$ cat src/rtl/fanpwm_pkg.sv
package fanpwm_pkg;

    localparam int unsigned REG_W      = 32;
    localparam int unsigned DUTY_W     = 8;
    localparam int unsigned SPEED_W    = 16;
    localparam int unsigned PERIOD_MS  = 40;
    localparam int unsigned DUTY_FULL  = 255;
    localparam int unsigned PROD_W     = 40;

    localparam logic [SPEED_W-1:0] SPEED_RST = 16'd4000;

    // Field placement inside the control word
    localparam int unsigned RUN_BIT    = 0;
    localparam int unsigned WIRE_BIT   = 1;
    localparam int unsigned DUTY_LSB   = 16;

    // Word offsets
    localparam int unsigned OFS_CTRL   = 0;
    localparam int unsigned OFS_SPEED  = 4;

    typedef enum logic {
        WIRE_TWO  = 1'b0,
        WIRE_FOUR = 1'b1
    } wire_mode_e;

    typedef struct packed {
        logic              run;
        wire_mode_e        wiring;
        logic [DUTY_W-1:0] duty;
    } ctrl_t;

    typedef enum logic [1:0] {
        SEL_CTRL  = 2'd0,
        SEL_SPEED = 2'd1,
        SEL_NONE  = 2'd2
    } reg_sel_e;

    function automatic logic [REG_W-1:0] pack_ctrl(input ctrl_t c);
        logic [REG_W-1:0] w;
        w = '0;
        w[RUN_BIT]                     = c.run;
        w[WIRE_BIT]                    = c.wiring;
        w[DUTY_LSB +: DUTY_W]          = c.duty;
        return w;
    endfunction

    function automatic ctrl_t unpack_ctrl(input logic [REG_W-1:0] w);
        ctrl_t c;
        c.run    = w[RUN_BIT];
        c.wiring = wire_mode_e'(w[WIRE_BIT]);
        c.duty   = w[DUTY_LSB +: DUTY_W];
        return c;
    endfunction

    function automatic int unsigned period_ticks(input int unsigned clk_hz);
        return (clk_hz / 1000) * PERIOD_MS;
    endfunction

    function automatic logic [PROD_W-1:0] high_ticks(input logic [DUTY_W-1:0] duty,
                                                     input int unsigned       ticks);
        logic [PROD_W-1:0] prod;
        prod = PROD_W'(duty) * PROD_W'(ticks);
        return prod / PROD_W'(DUTY_FULL);
    endfunction

endpackage

$ cat src/rtl/fanpwm_regs.sv
module fanpwm_regs
    import fanpwm_pkg::*;
#(
    parameter int unsigned ADDR_W = 4
) (
    input  logic               clk,
    input  logic               rst,
    input  logic [ADDR_W-1:0]  addr,
    input  logic               wr,
    input  logic [REG_W-1:0]   wdata,
    output logic [REG_W-1:0]   rdata,
    output ctrl_t              ctrl
);

    localparam logic [ADDR_W-1:0] A_CTRL  = ADDR_W'(OFS_CTRL);
    localparam logic [ADDR_W-1:0] A_SPEED = ADDR_W'(OFS_SPEED);

    ctrl_t              ctrl_q;
    logic [SPEED_W-1:0] speed_q;
    reg_sel_e           sel;
    logic               wdata_unused;

    assign wdata_unused = ^wdata[REG_W-1:DUTY_LSB+DUTY_W];

    always_comb begin
        if (addr == A_CTRL)
            sel = SEL_CTRL;
        else if (addr == A_SPEED)
            sel = SEL_SPEED;
        else
            sel = SEL_NONE;
    end

    always_ff @(posedge clk) begin
        if (rst) begin
            ctrl_q  <= '0;
            speed_q <= SPEED_RST;
        end else if (wr) begin
            case (sel)
                SEL_CTRL:  ctrl_q  <= unpack_ctrl(wdata);
                SEL_SPEED: speed_q <= wdata[SPEED_W-1:0];
                default:   ;
            endcase
        end
    end

    always_comb begin
        case (sel)
            SEL_CTRL:  rdata = pack_ctrl(ctrl_q);
            SEL_SPEED: rdata = REG_W'(speed_q);
            default:   rdata = '0;
        endcase
    end

    assign ctrl = ctrl_q;

    AST_STRAY_WRITE: assert property (@(posedge clk) disable iff (rst)
        (wr && sel == SEL_NONE) |=> ($stable(ctrl_q) && $stable(speed_q)))
        else $error("write to unmapped address changed a register");

    AST_STRAY_READ: assert property (@(posedge clk) disable iff (rst)
        (sel == SEL_NONE) |-> (rdata == '0))
        else $error("unmapped address returned non-zero data");

    AST_SPEED_HI_ZERO: assert property (@(posedge clk) disable iff (rst)
        (sel == SEL_SPEED) |-> (rdata[REG_W-1:SPEED_W] == '0))
        else $error("speed word upper bits not zero");

endmodule

$ cat src/rtl/fanpwm_period_ctr.sv
module fanpwm_period_ctr #(
    parameter int unsigned TICKS = 400,
    localparam int unsigned CNT_W = $clog2(TICKS)
) (
    input  logic             clk,
    input  logic             rst,
    input  logic             en,
    output logic [CNT_W-1:0] cnt
);

    localparam logic [CNT_W-1:0] LAST = CNT_W'(TICKS - 1);

    logic [CNT_W-1:0] cnt_q;
    logic [CNT_W-1:0] cnt_nx;

    generate
        if (TICKS == (1 << CNT_W)) begin : g_pow2
            assign cnt_nx = cnt_q + 1'b1;
        end else begin : g_mod
            assign cnt_nx = (cnt_q == LAST) ? '0 : cnt_q + 1'b1;
        end
    endgenerate

    always_ff @(posedge clk) begin
        if (rst || !en)
            cnt_q <= '0;
        else
            cnt_q <= cnt_nx;
    end

    assign cnt = cnt_q;

    AST_CNT_RANGE: assert property (@(posedge clk) disable iff (rst)
        ({1'b0, cnt_q} < (CNT_W+1)'(TICKS)))
        else $error("period counter out of range");

    AST_CNT_WRAP: assert property (@(posedge clk) disable iff (rst)
        (en && cnt_q == LAST) |=> (cnt_q == '0))
        else $error("period counter did not wrap");

    AST_FRESH_START: assert property (@(posedge clk) disable iff (rst)
        $rose(en) |-> (cnt_q == '0))
        else $error("period did not restart on enable");

endmodule

$ cat src/rtl/fanpwm_duty_cmp.sv
module fanpwm_duty_cmp
    import fanpwm_pkg::*;
#(
    parameter int unsigned TICKS = 400,
    localparam int unsigned CNT_W = $clog2(TICKS),
    localparam int unsigned THR_W = CNT_W + 1
) (
    input  logic              clk,
    input  logic              rst,
    input  logic              en,
    input  logic [DUTY_W-1:0] duty,
    input  logic [CNT_W-1:0]  cnt,
    output logic              pwm
);

    logic [THR_W-1:0] thr;

    assign thr = THR_W'(high_ticks(duty, TICKS));
    assign pwm = en && ({1'b0, cnt} < thr);

    AST_FULL_DUTY: assert property (@(posedge clk) disable iff (rst)
        (en && duty == '1) |-> pwm)
        else $error("full duty did not hold output high");

    AST_ZERO_DUTY: assert property (@(posedge clk) disable iff (rst)
        (duty == '0) |-> !pwm)
        else $error("zero duty produced a pulse");

    AST_PERIOD_HEAD: assert property (@(posedge clk) disable iff (rst)
        (en && duty != '0 && cnt == '0) |-> pwm)
        else $error("period did not start high");

endmodule

$ cat src/rtl/fanpwm_ctrl.sv
module fanpwm_ctrl
    import fanpwm_pkg::*;
#(
    parameter int unsigned CLK_HZ = 50_000_000,
    parameter int unsigned ADDR_W = 4,
    localparam int unsigned TICKS = period_ticks(CLK_HZ),
    localparam int unsigned CNT_W = $clog2(TICKS)
) (
    input  logic              clk,
    input  logic              rst,
    input  logic [ADDR_W-1:0] reg_addr,
    input  logic              reg_wr,
    input  logic [REG_W-1:0]  reg_wdata,
    output logic [REG_W-1:0]  reg_rdata,
    output logic              fan_pwm
);

    ctrl_t            ctrl;
    logic             active;
    logic [CNT_W-1:0] cnt;

    fanpwm_regs #(
        .ADDR_W (ADDR_W)
    ) u_regs (
        .clk   (clk),
        .rst   (rst),
        .addr  (reg_addr),
        .wr    (reg_wr),
        .wdata (reg_wdata),
        .rdata (reg_rdata),
        .ctrl  (ctrl)
    );

    assign active = ctrl.run && (ctrl.wiring == WIRE_TWO);

    fanpwm_period_ctr #(
        .TICKS (TICKS)
    ) u_period (
        .clk (clk),
        .rst (rst),
        .en  (active),
        .cnt (cnt)
    );

    fanpwm_duty_cmp #(
        .TICKS (TICKS)
    ) u_cmp (
        .clk  (clk),
        .rst  (rst),
        .en   (active),
        .duty (ctrl.duty),
        .cnt  (cnt),
        .pwm  (fan_pwm)
    );

    AST_STOP_LOW: assert property (@(posedge clk) disable iff (rst)
        (reg_wr && reg_addr == ADDR_W'(OFS_CTRL) && !reg_wdata[RUN_BIT]) |=> !fan_pwm)
        else $error("output not low after stop");

    AST_MODE_LOW: assert property (@(posedge clk) disable iff (rst)
        (reg_wr && reg_addr == ADDR_W'(OFS_CTRL) && reg_wdata[WIRE_BIT]) |=> !fan_pwm)
        else $error("output active in unsupported wiring mode");

    AST_RESET_LOW: assert property (@(posedge clk)
        rst |=> !fan_pwm)
        else $error("output not low after reset");

endmodule

$ cat config.mk
export PLATFORM = sky130hd
export DESIGN_NAME = fanpwm_ctrl
export DESIGN_NICKNAME = d
export VERILOG_FILES = /design/src/rtl/fanpwm_pkg.sv /design/src/rtl/fanpwm_regs.sv /design/src/rtl/fanpwm_period_ctr.sv /design/src/rtl/fanpwm_duty_cmp.sv /design/src/rtl/fanpwm_ctrl.sv
export SDC_FILE = /design/constraint.sdc
export NUM_CORES = 1
export LEC_CHECK = 0
export ABC_AREA = 0
export BUFFER_PORTS_ARGS = -buffer_cell sky130_fd_sc_hd__buf_2
export CORE_UTILIZATION = 50
export CTS_BUF_LIST = sky130_fd_sc_hd__clkbuf_16
export CTS_CLUSTER_DIAMETER = 50
export DETAILED_ROUTE_END_ITERATION = 8
export PLACE_DENSITY = 0.74
export SYNTH_ARGS = -nofsm -noshare
export SYNTH_HDL_FRONTEND = slang
export SYNTH_SLANG_ARGS = --single-unit
$ cat constraint.sdc
create_clock -name clk -period 23.3 [get_ports clk]
set_input_delay 2.33 -clock clk [delete_from_list [all_inputs] [get_ports clk]]
set_output_delay 2.33 -clock clk [all_outputs]
set_load 0.02 [all_outputs]
# Yosys cells after proc, flatten, opt, wreduce, memory -nomap -nowiden
# Index checks and enable logic that the tools add are counted.
# op_classes
eq_ne	3
magnitude_cmp	1
div	1
n_addsub	1
mul	1
n_reduce_logical	9
n_bitwise	1
mux	3
# op_table
operator	n
$pmux W24 S2	1
$div A29 B8 Y40 const B	1
$lt A21 B22 Y1	1
$mul A8 B14 Y22 const B	1
$add A21 B1 Y21 const B	1
$eq A21 B21 Y1 const B	1
$eq A4 B3 Y1 const B	1
$logic_not A4 Y1	1
$mux W2	2
$reduce_and A2 Y1	2
$eq A2 B1 Y1 const B	1
$logic_and A1 B1 Y1	2
$logic_not A2 Y1	1
$reduce_or A2 Y1	1
$logic_not A1 Y1	1
$logic_or A1 B1 Y1	1
$not A1 Y1	1
# word_totals
input_bits	39
output_inout_bits	33
wordCells	25
ff_bits	47

# Longest topological paths before layout
# logic_depth
ltp_word	5
mapped_depth	93
mapped_depth_nobuf	82

# Cells and area by module
# A second synthesis with hierarchy kept.
# hier_totals
hier_cells	1415
hier_area_um2	10872.9
# by_module_without_submodules
module	cells_each	instances	seq_area_each_um2	area_each_um2
fanpwm_duty_cmp	1152	1	0.0	8491.9
fanpwm_regs	151	1	520.5	1397.6
fanpwm_period_ctr	111	1	420.4	969.7
fanpwm_ctrl	1	1	0.0	13.8

# Worst setup path after synthesis
# No wires, ideal clock.
# synth_path
path_kind	reg-to-output
start	reg u_regs.ctrl_q (netlist bit u_regs.ctrl[2])
end	out fan_pwm
setup_slack_ps	1712
arrival_time_ps	19258
path_stages_with_launch	88
required_ps	20970
n_path_buf	7
cell_sequence	dfxtp_1 > fa_1 > ha_1 > inv_1 > fa_1 > fa_1 > inv_1 > ha_1 > buf_2 > o21a_1 > o211a_1 > a221oi_2 > and4_1 > buf_4 > or3b_4 > o211a_1 > and4_1 > buf_2 > (+52 left out) > inv_2 > xnor2_2 > ha_1 > inv_1 > a311o_1 > nand4bb_2 > inv_2 > xnor2_1 > ha_1 > inv_1 > a311o_1 > a311oi_1 > o211a_1 > ha_1 > a21oi_1 > nand2_1 > a21o_1 > a31oi_1
# synth_via
elab_chain_len	4
# synth_lines
element	line	text
start, declared	fanpwm_regs.sv:18	ctrl_t ctrl_q;
start signal, assigned	fanpwm_regs.sv:40	SEL_CTRL: ctrl_q <= unpack_ctrl(wdata);
$mul A8 B14 Y22	fanpwm_pkg.sv:62	prod = PROD_W'(duty) * PROD_W'(ticks);
$div A29 B8 Y40	fanpwm_pkg.sv:63	return prod / PROD_W'(DUTY_FULL);
$lt A21 B22 Y1	fanpwm_duty_cmp.sv:19	assign pwm = en && ({1'b0, cnt} < thr);
$logic_and A1 B1 Y1	fanpwm_duty_cmp.sv:19	
end, declared	fanpwm_ctrl.sv:15	output logic fan_pwm
# No other way between the ends.

# Worst setup path in the final report
# Same ends and word-level chain as after synthesis.

==> out/metrics.yaml <==
synth_cells: 1360
synthMuxAreaShare_pct: 1.56
synth-compound-area-share_pct: 32.5
worst_r2r_path_depth: 8
clock_latency_ns: 0.29
cts_buffers: 5
layout-drive-gt1-share_pct: 18.5
area_delta_synth_final_pct: 13.8
fin_crit_sh_pct: 96.1
worstSetupPathType: "reg2out"
via_per_inst: 6.37
synth_top_family_by_area: "compound AO/OA/AOI/OAI gates"
finalHoldViolCount: 0
max_cap_violations: 0
whs_path_depth: 2
crit_fanout: 10
routed_wl_mm: 27.5
rr_endpoint: "u_period.cnt[19]"
grt_util_met1_pct: 34.9
dpl.cell_count: 1672
cts_max_level: 2
required_ns: 20.97
synth-seq-area-share_pct: 9.38
top_usage_layer: "met2"
antennaDiodeCount: 0
ys_types: 123
synth_edf_count: 0
crit_arrival_ns: 20.07
status: "finished, final reports clean"
drt-wirelength-per-cell_um: 16.2
slew_violations: 0
fp.dieH_um: 144
worstHoldStart: "u_regs.speed_q[6]"
finClkSkew_ns: 0.00867
syn_area_per_cell_um2: 7.37
grtUsageTotal_pct: 25.6
grt.overflow.total: 0
grt_max_degree: 28
synth_xor_area_share_pct: 6.63
grt_pass1_vias: 9575
synth.largest_area_cell: "ha_1"
end_kind: "output port"
cts_root_buf: "clkbuf_16"
cts_buffer_depth: 2
ant_nets: 0
nNetsFinal: 1574
yosys.area_share.simple_pct: 31.0
ir_drop_mv: 0.0494
die_w_um: 144
synth_most_common_cell: "nand2_1"
synth_async_sr_flop_share_pct: 0
worst_slack_ns: 0.902
fmax_mhz: 44.6
drt_iter0_drc: 764
synth_flop_cell: "dfxtp_1"
relSlewSlack_pct: 18.8
cp_common_cell: "ha_1"
post-route-drc-count: 0
path_clk_slew_ns: 0.06
worst_path_largest_cell_delay_ns: 0.79
finalNonFillerCells: 1699
cp-start-kind: "flop"
synth_top_area_share_pct: 10.5
port-buffer-count: 55
initial_core_util_pct: 51.2
powerDensity_nw_per_um2: 30.5
vias: 10800
yosysWarnings: 0
grt_use_met3_pct: 2.23
post-dp-hpwl_mm: 21.1
synthAdderAreaFrac_pct: 14.0
r2r_setup_slack_ns: 21.33
p_leak_nw: 4.69
synth.area.top_cells: "ha_1, dfxtp_1, nand2_1, a21oi_1, nor2_1"
cts_tree: "yes"
grt_pass1_wl_mm: 44.5
synth_area_um2: 10000
worst_slew_pin_slew_ns: 1.21
place_congestion: 0.924
setup_violations: 0
r2r-start: "u_period.cnt[2]"
clock_sinks: 47
antenna_found_initial: 0
hold_class: "reg2reg"
finalCriticalPeriod_ns: 22.40
dieArea_um2: 20600
dp_slack_ns: 0.477
io-pin-count: 72
dr.pass1.iters: 5
critPathSlowestCell: "o22ai_1"
std_cell_rows: 51
ys_ff_latch: 47
yosys-top-cells-count: "nand2_1, a21oi_1, nor2_1"
grtUsageMet2_pct: 44.3
min_to: "u_regs.speed_q[6]"
coreArea_um2: 19600
cts_hold_buf: 0
[critical path: cells and delay by family (launching register included)]
| kind | cells | cell delay, ns |
|---|---|---|
| AOI/OAI and AO/OA | 25 | 6.51 |
| and+or+nand+nor | 26 | 6.29 |
| adders and majority gates | 12 | 3.80 |
| buffers and inverters | 13 | 1.48 |
| xor gates and xnor gates | 5 | 0.93 |
| muxes | 2 | 0.43 |
| DFF | 1 | 0.33 |
[cell usage in the layout (no fill, tap or decap), drive strengths merged, types with 7 or more instances in the layout]
master   synthesis  final
a21o            30     30
xnor2           38     38
nand3b          10     10
nor2           105    106
fa              17     17
o21a            13     13
a22oi            6      7
nor2b           13     13
o211a           12     12
a2111oi          9      9
dfxtp           47     47
o211ai          14     14
xor2            34     34
nor4b            9      9
nand2          139    139
buf             30    107
inv             62     62
and3            25     25
and2            49     49
o221ai          10     10
o31ai           11     11
ha              84     84
a211oi          15     15
or3             17     17
a31oi           26     26
o21ai           66     66
and4            12     12
a21boi           9      9
o21bai           8      8
o31a             8      8
or2             20     20
o22ai           11     11
a21oi          107    107
nand3           48     48
nand2b          18     18
conb             1      8
nor4            19     20
nand4           26     26
nor3            47     47
mux2i           10     10
[sequential cells by signal (all words and copies together) (netlist names)]
signal	flops
u_regs.ctrl	10
u_period.cnt	21
u_regs.speed_q	16
[stage by stage]
stage / TNS (ns) / utilization (%) / power [mW] / hold WS, ns / area (um2)
2_1_floorplan: 0 / - / 0.226 / 0.429 / 10100
3_3_place_gp: 0 / 54.4 / 0.264 / 0.438 / 10700
3_5_place_dp: 0 / 54.4 / 0.268 / 0.444 / 10700
4_1_cts: 0 / 55.1 / 0.338 / 0.453 / 10800
5_1_grt: -0.200 / 58.2 / 0.369 / 0.482 / 11400
6_report: 0 / 58.2 / 0.348 / 0.450 / 11400
[worst max-delay path by stage]
stage	start	end	slack, ns	depth (start not counted)
floorplan	u_regs.ctrl[2]	fan_pwm	1.71	87
global placement	u_regs.ctrl[2]	fan_pwm	0.68	82
detailed placement	u_regs.ctrl[2]	fan_pwm	0.48	82
CTS	u_regs.ctrl[2]	fan_pwm	0.10	82
global route	u_regs.ctrl[3]	fan_pwm	-0.20	83
finish	u_regs.ctrl[2]	fan_pwm	0.90	83
[per-layer routing]
layer	up-vias	part of all wire (%)
li1	5314	-
met1	5109	46
met2	372	48
met3	27	5.4
met4	0	1.0
met5	-	0
[area by class of cell]
class / count / area (um2)
multi-input cells: 1211 / 9100
fillers: 1791 / 8180
flip-flops and latches: 47 / 943
repair buffers: 107 / 666
well taps: 265 / 332
clock buffers: 5 / 125
inverters: 62 / 233
clock inverters: 2 / 13.8
[report_power, final]
group,internal [mW],switching (mW)
sequential,0.0810,0.000467
combinational,0.0801,0.117
clock,0.0392,0.0306
[cells by family (layout without fill, tap and decap cells)]
group	after synthesis	after routing
AOI/OAI and AO/OA	433	434
xor gates and xnor gates	72	72
adders and majority gates	102	102
buffers and inverters	112	176
DFF	47	47
muxes	15	15
other	1	8
and+or+nand+nor	578	580
[what timing repair did]
action / 4_1_cts / 5_1_grt
hold endpoints to repair: 0 / 0
setup buffers: 0 / 17
endpoints found under the setup margin: 0 / 1
gates resized for setup: 0 / 90
Power figures use the tool's default switching activity.
